--- config.mk ---
export PLATFORM = sky130hd
export DESIGN_NAME = nsrtc_top
export DESIGN_NICKNAME = d
export VERILOG_FILES = /design/src/rtl/nsrtc_pkg.sv /design/src/rtl/nsrtc_counter.sv /design/src/rtl/nsrtc_alarm.sv /design/src/rtl/nsrtc_regif.sv /design/src/rtl/nsrtc_top.sv
export SDC_FILE = /design/constraint.sdc
export NUM_CORES = 1
export LEC_CHECK = 0
export BUFFER_PORTS_ARGS = -buffer_cell sky130_fd_sc_hd__buf_4
export CAP_MARGIN = 20
export CORE_AREA = 2 2 158 160
export CTS_CLUSTER_SIZE = 12
export DETAILED_ROUTE_END_ITERATION = 7
export DIE_AREA = 0 0 160 162
export PLACE_DENSITY = 0.74
export REMOVE_ABC_BUFFERS = 1
export SYNTH_ARGS = -nofsm -noshare
export SYNTH_HDL_FRONTEND = slang
export SYNTH_SLANG_ARGS = --single-unit
--- constraint.sdc ---
create_clock -name clk -period 3.1 [get_ports clk]
set_input_delay 0.62 -clock clk [delete_from_list [all_inputs] [get_ports clk]]
set_output_delay 0.62 -clock clk [all_outputs]
set_load 0.005 [all_outputs]
--- src/rtl/nsrtc_pkg.sv ---
package nsrtc_pkg;

    // Word slot numbers: byte offset divided by four.
    localparam int unsigned SLOT_TIME_LO  = 0;
    localparam int unsigned SLOT_TIME_HI  = 1;
    localparam int unsigned SLOT_ALM_LO   = 2;
    localparam int unsigned SLOT_ALM_HI   = 3;
    localparam int unsigned SLOT_IRQ_EN   = 4;
    localparam int unsigned SLOT_ALM_STOP = 5;
    localparam int unsigned SLOT_ALM_STAT = 6;
    localparam int unsigned SLOT_IRQ_ACK  = 7;

    // Decoded write strobes, one per writable slot.
    typedef struct packed {
        logic time_lo;
        logic time_hi;
        logic alm_lo;
        logic alm_hi;
        logic irq_en;
        logic alm_stop;
        logic irq_ack;
    } wr_strobe_t;

endpackage

--- src/rtl/nsrtc_counter.sv ---
module nsrtc_counter #(
    parameter int unsigned DATA_W     = 32,
    parameter int unsigned NS_PER_CLK = 10,
    localparam int unsigned CNT_W     = 2 * DATA_W
) (
    input  logic              clk,
    input  logic              rst,
    input  logic              set_lo,
    input  logic              set_hi,
    input  logic [DATA_W-1:0] wdata,
    output logic [CNT_W-1:0]  count
);

    typedef struct packed {
        logic [CNT_W-1:0] ns;
    } cnt_state_t;

    cnt_state_t       state_d, state_q;
    logic [CNT_W-1:0] stepped;

    always_comb begin
        stepped = state_q.ns + CNT_W'(NS_PER_CLK);
        state_d = state_q;
        if (set_lo) begin
            state_d.ns = {state_q.ns[CNT_W-1:DATA_W], wdata};
        end else if (set_hi) begin
            state_d.ns = {wdata, stepped[DATA_W-1:0]};
        end else begin
            state_d.ns = stepped;
        end
    end

    always_ff @(posedge clk) begin
        if (rst) begin
            state_q <= '0;
        end else begin
            state_q <= state_d;
        end
    end

    assign count = state_q.ns;

endmodule

--- src/rtl/nsrtc_alarm.sv ---
module nsrtc_alarm #(
    parameter int unsigned DATA_W = 32,
    localparam int unsigned CNT_W = 2 * DATA_W
) (
    input  logic              clk,
    input  logic              rst,
    input  logic [CNT_W-1:0]  count,
    input  logic              set_lo,
    input  logic              set_hi,
    input  logic              stop,
    input  logic              ack,
    input  logic [DATA_W-1:0] wdata,
    output logic [CNT_W-1:0]  alarm_val,
    output logic [CNT_W-1:0]  target,
    output logic              running,
    output logic              pending
);

    typedef struct packed {
        logic [CNT_W-1:0] stored;
        logic [CNT_W-1:0] armed;
        logic             run;
        logic             pend;
    } alm_state_t;

    alm_state_t       state_d, state_q;
    logic [CNT_W-1:0] new_val;
    logic             reached;
    logic             fire_now;

    always_comb begin
        new_val  = {state_q.stored[CNT_W-1:DATA_W], wdata};
        reached  = (count >= state_q.armed);
        fire_now = state_q.run && reached && !set_lo && !stop;
        state_d  = state_q;

        if (set_hi) begin
            state_d.stored[CNT_W-1:DATA_W] = wdata;
        end

        if (set_lo) begin
            state_d.stored = new_val;
            state_d.armed  = new_val;
            if (new_val <= count) begin
                state_d.run  = 1'b0;
                state_d.pend = 1'b1;
            end else begin
                state_d.run  = 1'b1;
            end
        end else if (stop) begin
            state_d.run = 1'b0;
        end

        if (ack) begin
            state_d.pend = 1'b0;
        end

        // A fire in the same cycle as an acknowledge wins.
        if (fire_now) begin
            state_d.run  = 1'b0;
            state_d.pend = 1'b1;
        end
    end

    always_ff @(posedge clk) begin
        if (rst) begin
            state_q <= '0;
        end else begin
            state_q <= state_d;
        end
    end

    assign alarm_val = state_q.stored;
    assign target    = state_q.armed;
    assign running   = state_q.run;
    assign pending   = state_q.pend;

endmodule

--- src/rtl/nsrtc_regif.sv ---
module nsrtc_regif
    import nsrtc_pkg::*;
#(
    parameter int unsigned DATA_W = 32,
    parameter int unsigned ADDR_W = 6,
    localparam int unsigned CNT_W  = 2 * DATA_W,
    localparam int unsigned WORD_W = ADDR_W - 2
) (
    input  logic              clk,
    input  logic              rst,
    input  logic [ADDR_W-1:0] addr,
    input  logic              wr_en,
    input  logic              en_bit,
    input  logic              rd_en,
    input  logic [CNT_W-1:0]  count,
    input  logic [CNT_W-1:0]  alarm_val,
    input  logic              running,
    output wr_strobe_t        strobe,
    output logic              enable,
    output logic [DATA_W-1:0] hold,
    output logic [DATA_W-1:0] rd_data
);

    typedef struct packed {
        logic [DATA_W-1:0] hold;
        logic              en;
        logic [DATA_W-1:0] rdata;
    } reg_state_t;

    reg_state_t        state_d, state_q;
    logic              aligned;
    logic [WORD_W-1:0] word;
    logic [DATA_W-1:0] rd_mux;

    function automatic logic at_slot(input logic [WORD_W-1:0] w, input int unsigned k);
        return w == WORD_W'(k);
    endfunction

    always_comb begin
        aligned = (addr[1:0] == 2'b00);
        word    = addr[ADDR_W-1:2];

        strobe.time_lo  = wr_en && aligned && at_slot(word, SLOT_TIME_LO);
        strobe.time_hi  = wr_en && aligned && at_slot(word, SLOT_TIME_HI);
        strobe.alm_lo   = wr_en && aligned && at_slot(word, SLOT_ALM_LO);
        strobe.alm_hi   = wr_en && aligned && at_slot(word, SLOT_ALM_HI);
        strobe.irq_en   = wr_en && aligned && at_slot(word, SLOT_IRQ_EN);
        strobe.alm_stop = wr_en && aligned && at_slot(word, SLOT_ALM_STOP);
        strobe.irq_ack  = wr_en && aligned && at_slot(word, SLOT_IRQ_ACK);

        rd_mux = '0;
        if (aligned) begin
            if (at_slot(word, SLOT_TIME_LO)) begin
                rd_mux = count[DATA_W-1:0];
            end else if (at_slot(word, SLOT_TIME_HI)) begin
                rd_mux = state_q.hold;
            end else if (at_slot(word, SLOT_ALM_LO)) begin
                rd_mux = alarm_val[DATA_W-1:0];
            end else if (at_slot(word, SLOT_ALM_HI)) begin
                rd_mux = alarm_val[CNT_W-1:DATA_W];
            end else if (at_slot(word, SLOT_IRQ_EN)) begin
                rd_mux = DATA_W'(state_q.en);
            end else if (at_slot(word, SLOT_ALM_STAT)) begin
                rd_mux = DATA_W'(running);
            end
        end

        state_d = state_q;
        if (rd_en) begin
            state_d.rdata = rd_mux;
            if (aligned && at_slot(word, SLOT_TIME_LO)) begin
                state_d.hold = count[CNT_W-1:DATA_W];
            end
        end
        if (strobe.irq_en) begin
            state_d.en = en_bit;
        end
    end

    always_ff @(posedge clk) begin
        if (rst) begin
            state_q <= '0;
        end else begin
            state_q <= state_d;
        end
    end

    assign enable  = state_q.en;
    assign hold    = state_q.hold;
    assign rd_data = state_q.rdata;

endmodule

--- src/rtl/nsrtc_top.sv ---
module nsrtc_top
    import nsrtc_pkg::*;
#(
    parameter int unsigned DATA_W     = 32,
    parameter int unsigned ADDR_W     = 6,
    parameter int unsigned NS_PER_CLK = 10
) (
    input  logic              clk,
    input  logic              rst,
    input  logic [ADDR_W-1:0] addr,
    input  logic              wr_en,
    input  logic [DATA_W-1:0] wr_data,
    input  logic              rd_en,
    output logic [DATA_W-1:0] rd_data,
    output logic              irq
);

    localparam int unsigned CNT_W = 2 * DATA_W;

    wr_strobe_t        strobe;
    logic [CNT_W-1:0]  time_ns;
    logic [CNT_W-1:0]  alarm_val;
    logic [CNT_W-1:0]  alarm_target;
    logic              alarm_run;
    logic              irq_pend;
    logic              irq_en;
    logic [DATA_W-1:0] time_hi_hold;

    nsrtc_regif #(
        .DATA_W (DATA_W),
        .ADDR_W (ADDR_W)
    ) i_regif (
        .clk       (clk),
        .rst       (rst),
        .addr      (addr),
        .wr_en     (wr_en),
        .en_bit    (wr_data[0]),
        .rd_en     (rd_en),
        .count     (time_ns),
        .alarm_val (alarm_val),
        .running   (alarm_run),
        .strobe    (strobe),
        .enable    (irq_en),
        .hold      (time_hi_hold),
        .rd_data   (rd_data)
    );

    nsrtc_counter #(
        .DATA_W     (DATA_W),
        .NS_PER_CLK (NS_PER_CLK)
    ) i_counter (
        .clk    (clk),
        .rst    (rst),
        .set_lo (strobe.time_lo),
        .set_hi (strobe.time_hi),
        .wdata  (wr_data),
        .count  (time_ns)
    );

    nsrtc_alarm #(
        .DATA_W (DATA_W)
    ) i_alarm (
        .clk       (clk),
        .rst       (rst),
        .count     (time_ns),
        .set_lo    (strobe.alm_lo),
        .set_hi    (strobe.alm_hi),
        .stop      (strobe.alm_stop),
        .ack       (strobe.irq_ack),
        .wdata     (wr_data),
        .alarm_val (alarm_val),
        .target    (alarm_target),
        .running   (alarm_run),
        .pending   (irq_pend)
    );

    assign irq = irq_pend & irq_en;

endmodule

==> metrics list, run 1 <==
* Outcome: finished, final reports clean
* Overall fraction of global-route tracks in use: 0.3161
* Total power: 6.409 mW
* Global placer's final weighted congestion: 0.9643
- In the final routed layout, each cell accounts on average for 19.73 um.
* Clock period minus final worst setup slack: 2.726 ns
* Clock sink total: 227
- For this run the aggregate overflow at the end of global routing stands at 0.
- CTS Hold Bufs: 0
- The worst register-to-register path has a setup slack of 0.37 ns.
* Combinational share of power: 0.079
* Via count of the first global-routing pass: 12250
* Min Hold Slack: 0.3714 ns
- In this run the tightest slew margin relative to its limit is 0.4971.
* Part of the power in the clock network: 0.459
- Max Cap Violations: 0
* Initial standard-cell utilization of the core: 0.5450
* Number of synthesized flops with an enable pin: 0
* Proportion of synthesized chip area in sequential cells: 0.3459
- Measured in cells, the most critical reg-to-reg path has a length of 9.
- Violation count after the first detailed-routing iteration: 1362
* Cell chosen for the clock root: sky130_fd_sc_hd__clkbuf_16
- R2r startpoint: i_counter.count[29]$_SDFF_PP0_
- Die ar.: 0.02592 mm^2
* Tightest Hold Check Type: in -> reg
- Setup repair after global routing missed its margin: false
* Die height: 162 um
- Number of endpoints failing setup at the final stage: 0
- Synth warnings: 0
* Switching power: 1.582 mW
- Pin count of the biggest net entering global routing: 65
- Of all nets on the critical path, the largest fanout is 6.
- Critical path arrival: 3.14 ns
* Startpoint of the worst hold path: wr_data[5]
- Relative contribution of sequential cells to total power: 0.462
* Horizontal die dimension: 160 um
- Number of buffers added on ports: 74
- Among all flip-flop cells after synthesis, the most frequent one is sky130_fd_sc_hd__dfxtp_1.
- Layout net count: 1952
- Area of the core: 0.02411 mm^2
- The initial antenna violation count is 1.
- Per-cell via count in the routed design: 6.160
* Remaining antenna violation count after routing: 0
- CP Class: reg -> reg
- Post-CTS timing repair inserted 0 buffers for setup.
- Sum of routed wire length over all layers: 41880 um
- Fill cells in the final layout number 2244.
- The endpoint identified for the worst register-to-register timing path is i_alarm.pending$_SDFFE_PP0P_.
- The worst setup path is launched from a register.
- For this design the ratio of total power to cell area is 428.4 mW/mm^2.
* Cell internal power dissipation: 4.826 mW
- Post-synthesis register bit count: 227
* First drt pass iteration count: 7
* Clock-pin slew reported for the worst setup and hold paths after clock tree synthesis: 0.06 ns
- Total vias in the final route: 13080
- The final count of hold timing violations was 0.
* Post-DP HPWL: 28630 um
* Maximum clock path buffer count: 3
* Hold Path Depth: 3
* Achievable Freq: 366.9 MHz
- Of the cells placed in the final design, the portion with a size suffix greater than 1 is 0.09844.
- Static Leakage: 5.505 nW
* Number of H-tree levels: 1
- For this run, design rule violations remaining after detail routing come to 0.
* Endpoint of the worst hold-timing path: i_alarm.target[5]$_SDFFE_PP0P_
* Worst-case vdd ir drop: 0.0003256 V
* Clock latency on the worst-skew pair: 0.53 ns
* Netlist area before placement: 0.01314 mm^2
- Number of instances in the synthesized netlist: 1733
- The area growth from synthesis to layout is 13.88%.
- The number of different library cells used by synthesis comes to 64.
- For the worst setup path, the data required time is 3.51 ns.
- For the pin with the worst max-slew slack, the measured transition is 0.7516 ns.
- For this design the top-level I/O count stands at 75.
* Number of max-slew violations in the final report: 0
* Syn avg cell area: 7.581 um^2
* Count of standard-cell rows: 57
* Crit end category: register
- First-pass GRT wire length: 65920 um
- TritonCTS clock tree: done
- Of the available clock period, the critical path in the final layout requires 0.8793.
* Number of gates given a new drive strength after cts: 0
- Worst setup skew after layout: 0.01101 ns
- Of the total power, the share spent switching nets is 0.2469.
- Async S/R FF share, synth: 0
- Clock tree synthesis inserted a total of 25 buffers.
[synth_stat cells, drive strengths merged (2+ instances only)]
cell type	n	share of area
o31ai	9	0.0051
nand3	32	0.012
a221oi	2	0.0013
a22o	10	0.0067
nor2	97	0.028
a21o	9	0.0051
and3	6	0.0029
a2111oi	3	0.0020
a221o	2	0.0015
a211oi	35	0.020
o21bai	2	0.0011
a2111o	2	0.0017
nand2b	2	0.00095
o21ba	2	0.0015
o41ai	6	0.0051
o21ai	59	0.022
o22ai	3	0.0014
nand2	366	0.10
nor4	21	0.013
a311oi	4	0.0027
a32o	2	0.0015
and4	5	0.0033
nor3	27	0.011
clkbuf	84	0.024
or4	3	0.0017
or3	8	0.0038
nor3b	2	0.0011
nand4	42	0.024
ha	129	0.12
o221ai	21	0.014
o211ai	4	0.0023
nor2b	4	0.0019
dfxtp	227	0.35
buf	16	0.0052
a222oi	10	0.0076
a22oi	3	0.0017
nor4b	2	0.0013
and2	6	0.0029
a21oi	263	0.10
inv	133	0.038
a31oi	9	0.0043
o21a	5	0.0029
mux2i	22	0.017
xnor2	25	0.017
[cell families after synthesis]
group / count (synthesis) / share of synthesized area
DFF: 227 / 0.3459
xor gates and xnor gates: 25 / 0.01667
and+or+nand+nor: 625 / 0.2133
buffers and inverters: 233 / 0.06733
AOI/OAI and AO/OA: 472 / 0.2171
muxes: 22 / 0.01676
adders and majority gates: 129 / 0.1229
[per-stage QoR]
stage | instance area [um^2] | setup TNS [ns] | instances | setup WS (ns) | utilization
4_1_cts | 14960 | 0 | 2122 | 0.4358 | 0.6205
3_3_place_gp | 14170 | 0 | 2078 | 0.4337 | 0.5877
2_1_floorplan | 12750 | -113.06 | 1633 | -1.944 | -
6_report | 14960 | 0 | 2123 | 0.3741 | 0.6206
3_5_place_dp | 14170 | 0 | 2078 | 0.4031 | 0.5877
5_1_grt | 14960 | 0 | 2122 | 0.1954 | 0.6205
[sequential cells by signal (all words and copies together), names as in the netlist]
signal             count
i_alarm.target        64
i_counter.count       64
i_regif.enable         1
i_alarm.running        1
i_alarm.alarm_val     32
i_regif.rd_data       32
i_alarm.pending        1
i_regif.hold          32
[layout by cell type (no fill, tap or decap), types with 24 or more instances in the layout]
| master | instances |
|---|---|
| sky130_fd_sc_hd__o21ai_0 | 58 |
| sky130_fd_sc_hd__nand2_1 | 366 |
| sky130_fd_sc_hd__nand3_1 | 31 |
| sky130_fd_sc_hd__inv_1 | 133 |
| sky130_fd_sc_hd__nor3_1 | 24 |
| sky130_fd_sc_hd__buf_4 | 115 |
| sky130_fd_sc_hd__ha_1 | 129 |
| sky130_fd_sc_hd__xnor2_1 | 25 |
| sky130_fd_sc_hd__a21oi_1 | 263 |
| sky130_fd_sc_hd__nor2_1 | 95 |
| sky130_fd_sc_hd__a211oi_1 | 35 |
| sky130_fd_sc_hd__dfxtp_1 | 227 |
| sky130_fd_sc_hd__nand4_1 | 37 |
| sky130_fd_sc_hd__clkbuf_16 | 25 |
[worst max path at each step]
stage | startpoint | to | slack [ns] | cells after the start
after floorplan | addr[5] | i_alarm.pending$_SDFFE_PP0P_ | -1.94 | 6
after global placement | wr_data[14] | i_alarm.running$_SDFFE_PP0P_ | 0.43 | 9
after detailed placement | wr_data[14] | i_alarm.running$_SDFFE_PP0P_ | 0.40 | 9
after CTS | i_counter.count[21]$_SDFF_PP0_ | i_alarm.pending$_SDFFE_PP0P_ | 0.44 | 8
after global routing | i_counter.count[21]$_SDFF_PP0_ | i_alarm.pending$_SDFFE_PP0P_ | 0.20 | 8
final | i_counter.count[29]$_SDFF_PP0_ | i_alarm.pending$_SDFFE_PP0P_ | 0.37 | 9
[metal layers]
| metal | GRT usage | routed length, um | vias up |
|---|---|---|---|
| met5 | 0 | 0 | - |
| met4 | 0.1040 | 1224 | 0 |
| met3 | 0.06665 | 4291 | 99 |
| met2 | 0.4902 | 18190 | 623 |
| met1 | 0.4404 | 18170 | 6163 |
| li1 | - | - | 6192 |
[layout make-up]
cell class	instances	area (um^2)	share of cell area
multi-input combinational	1273	7744	0.5176
inverter	133	499.2	0.03337
sequential	227	4544	0.3038
antenna	1	2.502	0.0001673
clock inverter	4	48.80	0.003262
tap	324	405.4	0.02710
clock buffer	40	742.0	0.04959
timing repair buffer	121	974.7	0.06515
[critical path, cell delays in order, from the launching register on]
cell	delay [ns]
sky130_fd_sc_hd__dfxtp_1	0.47
sky130_fd_sc_hd__ha_1	0.30
sky130_fd_sc_hd__nand4_1	0.24
sky130_fd_sc_hd__nor2_1	0.08
sky130_fd_sc_hd__nor4_1	0.24
sky130_fd_sc_hd__nor2_1	0.14
sky130_fd_sc_hd__o21a_1	0.19
sky130_fd_sc_hd__o41ai_1	0.55
sky130_fd_sc_hd__a21oi_1	0.14
sky130_fd_sc_hd__a221o_1	0.27
[power groups by stage]
stage                     clock, mW  sequential [mW]  combinational [mW]
after floorplan                   0             3.02               0.216
after global placement            0             3.03               0.482
after detailed placement          0             3.03               0.490
after CTS                      2.96             2.96               0.494
after global routing           3.08             2.96               0.545
final                          2.94             2.96               0.507
(Power assumes the default switching activity.)
==> run 2: changes to the inputs <==
- CORE_AREA: 2 2 158 160 -> 2 2 166 168
- DIE_AREA: 0 0 160 162 -> 0 0 168 170
- GPL_ROUTABILITY_DRIVEN: unset -> 0
- PLACE_DENSITY: 0.74 -> 0.63
==> run 2 against run 1 <==
  * First-iteration DRC count fell by 5.9%
  * Sequential share of layout area fell by 0.43 points
  * Routed wire length rose by 2.8%
  * Utilization fell by 5.1 points
  * Sequential cell count did not move
  * Count of clock-buffer cells in the layout fell by 1
  * Cell count rose by 1.3%
  * Die area rose by 10%
  * Global-route usage fell by 1.5 points
  * Critical path type unchanged
  * Critical endpoint unchanged
==> metrics list, run 2 (synthesis results as in run 1) <==
* Outcome: finished, final reports clean
- First-pass GRT wire length: 67600 um
* Pin count of the biggest net entering global routing: 58
* Post-DP HPWL: 29730 um
- The final count of hold timing violations was 0.
* Number of H-tree levels: 1
* Remaining antenna violation count after routing: 0
* Die ar.: 0.02856 mm^2
- Post-detailed-route DRC marker count: 0
* Number of gates given a new drive strength after cts: 0
* Number of max-slew violations in the final report: 0
* Initial standard-cell utilization of the core: 0.4930
- Data on the critical path is required at its endpoint by 3.52 ns.
- Slowest CP cell: sky130_fd_sc_hd__dfxtp_1
- Relative slew margins: 0.5098
- For flop-to-flop paths, the worst setup slack is 0.24 ns.
* Hold Path Depth: 3
- Setup violations remaining at the end of the flow were counted as 0.
- Critical path buffers and inverters: 1
* Clock latency on the worst-skew pair: 0.54 ns
- Routed len/inst: 20.02 um
- At the pin with the least slew margin, the transition time is 0.7325 ns.
- Initial antenna violation count: 0
- After floorplanning, the core was divided into 60 placement rows.
- Max Cap Violations: 0
- Hold is met by 0.3567 ns.
- Area of the core: 0.02665 mm^2
- Max FO, Critical Path: 7
- Across the routed clock network, the largest skew measured is 0.01257 ns.
- Clock-pin slew reported for the worst setup and hold paths after clock tree synthesis: 0.06 ns
* Startpoint type of the worst setup path: register
- The min-delay analysis places its worst path in the category in -> reg.
- The filler cells instantiated in the layout total 2538.
- Summing all multi-input logic gate instances after layout gives 0.007744 mm^2.
- Most common library cell in the layout ignoring fill and taps: sky130_fd_sc_hd__nand2_1
- Fraction of layout cells with a size suffix above 1: 0.1072
* Count of boundary I/O pins: 75
* Count of buffers added by post-CTS timing repair for setup: 0
- CTS buffer count: 27
* Static Leakage: 5.616 nW
- Buffers placed on the I/O ports in this run total 74.
- Derived from the worst setup path, the maximum achievable clock frequency is 349.1 MHz.
- The worst hold path terminates at i_alarm.alarm_val[39]$_SDFFE_PP0P_.
* Overall fraction of global-route tracks in use: 0.3007
- Layout Area Growth over Synthesis: 15.51%
- Startpoint of the worst hold path: wr_data[7]
- The critical path in this run is classified as reg -> reg.
- In the final layout, flip-flops and latches occupy 0.004544 mm^2.
- Power spread over the standard cell area amounts to 449.4 mW/mm^2.
- Crit share post-route: 0.9241
- The clock period could shrink to 2.865 ns.
- Worst Reg2Reg Path Length in Cells: 9
- Per-cell via count in the routed design: 5.920
- Area of placed instances: 0.01424 mm^2
- The top cell types in the final layout, fill and taps aside, are sky130_fd_sc_hd__nand2_1 (366), sky130_fd_sc_hd__a21oi_1 (263), sky130_fd_sc_hd__dfxtp_1 (227).
- Via count of the first global-routing pass: 11830
* Post-layout instance area: 0.01518 mm^2
- The clock passes through at most 3 buffers.
- Critical path, cell by cell: inv_1 > ha_1 > nand4_1 > nor3_1 > nor3b_1 > nand3_1 > o211ai_1 > o21ai_0 > a221o_1
* Critical path arrival: 3.28 ns
* Worst-case vdd ir drop: 0.0003314 V
- The startpoint identified for the worst register-to-register timing path is i_counter.count[41]$_SDFFE_PP0N_.
- In this design, the largest share of critical-path delay is due to simple AND/OR/NAND/NOR gates.
* Cell chosen for the clock root: sky130_fd_sc_hd__clkbuf_16
* Sum of routed wire length over all layers: 43070 um
* Clock sink total: 227
* Diode insertion count for antenna repair: 0
* Violation count after the first detailed-routing iteration: 1281
- Total vias in the final route: 12730
- CTS Hold Bufs: 0
* Setup repair after global routing missed its margin: false
- The pre-antenna-repair detailed-routing pass consisted of 5 iterations.
* Final global-route overflow total: 0
- The die is 170 um tall.
- In the final design database the tool counted 1961 nets.
- Stage delay of the slowest cell on the critical path: 0.48 ns
* TritonCTS clock tree: done
- Crit end category: register
- In this run the critical register-to-register path is captured at i_alarm.pending$_SDFFE_PP0P_.
- Measured along the x axis, the die boundary spans 168 um.
- Source of the critical timing path: i_counter.count[41]$_SDFFE_PP0N_
==> run 2: cell types whose count changed in the layout (fill, tap and decap cells not counted), sizes merged <==
cell,previous run,this run
diode,1,0
clkbuf,40,39
inv,133,134
buf,121,128
clkinvlp,0,1
bufinv,1,3
clkinv,3,5
==> run 2: area by class of cell <==
type                       count  share of cell area
clock buffer                  39             0.05277
tap                          341             0.02811
timing repair buffer         128             0.06769
multi-input combinational   1273              0.5103
sequential                   227              0.2994
inverter                     133             0.03290
clock inverter                10            0.008822
==> run 2: worst reg2reg max path, stage by stage, from the launching register on <==
cell                       delay, ns
sky130_fd_sc_hd__dfxtp_1        0.48
sky130_fd_sc_hd__inv_1          0.11
sky130_fd_sc_hd__ha_1           0.30
sky130_fd_sc_hd__nand4_1        0.18
sky130_fd_sc_hd__nor3_1         0.41
sky130_fd_sc_hd__nor3b_1        0.48
sky130_fd_sc_hd__nand3_1        0.16
sky130_fd_sc_hd__o211ai_1       0.17
sky130_fd_sc_hd__o21ai_0        0.14
sky130_fd_sc_hd__a221o_1        0.32
==> run 2: worst max path at each step <==
stage,endpoint,slack [ns],cells past startpoint
global route,i_alarm.pending$_SDFFE_PP0P_,0.03,9
finish,i_alarm.pending$_SDFFE_PP0P_,0.24,9
CTS,i_alarm.pending$_SDFFE_PP0P_,0.27,9
floorplan,i_alarm.pending$_SDFFE_PP0P_,-1.94,6
global placement,i_alarm.pending$_SDFFE_PP0P_,0.25,9
detailed placement,i_alarm.pending$_SDFFE_PP0P_,0.28,9
==> run 2: stage by stage <==
stage	total power, mW	util	instances	worst slack (ns)	setup TNS [ns]
6_report	6.820	0.5694	2151	0.2352	0
5_1_grt	7.011	0.5694	2151	0.03073	0
4_1_cts	6.831	0.5694	2151	0.2668	0
3_5_place_dp	3.525	0.5344	2102	0.2790	0
3_3_place_gp	3.520	0.5344	2102	0.2500	0
2_1_floorplan	3.235	-	1633	-1.944	-113.06
==> run 2: per-layer routing <==
metal  wire [um]  GRT usage  share of wire
met5           0          0              0
met4         695    0.05444          0.016
met3        3751    0.05140          0.087
met2       18860     0.4718           0.44
met1       19770     0.4368           0.46
==> run 2: power by group <==
part           total (mW)  internal (mW)  switching (mW)
logic               0.509          0.182           0.327
registers            2.96           2.94          0.0267
clock network        3.35           2.04            1.31
total                6.82           5.15            1.67
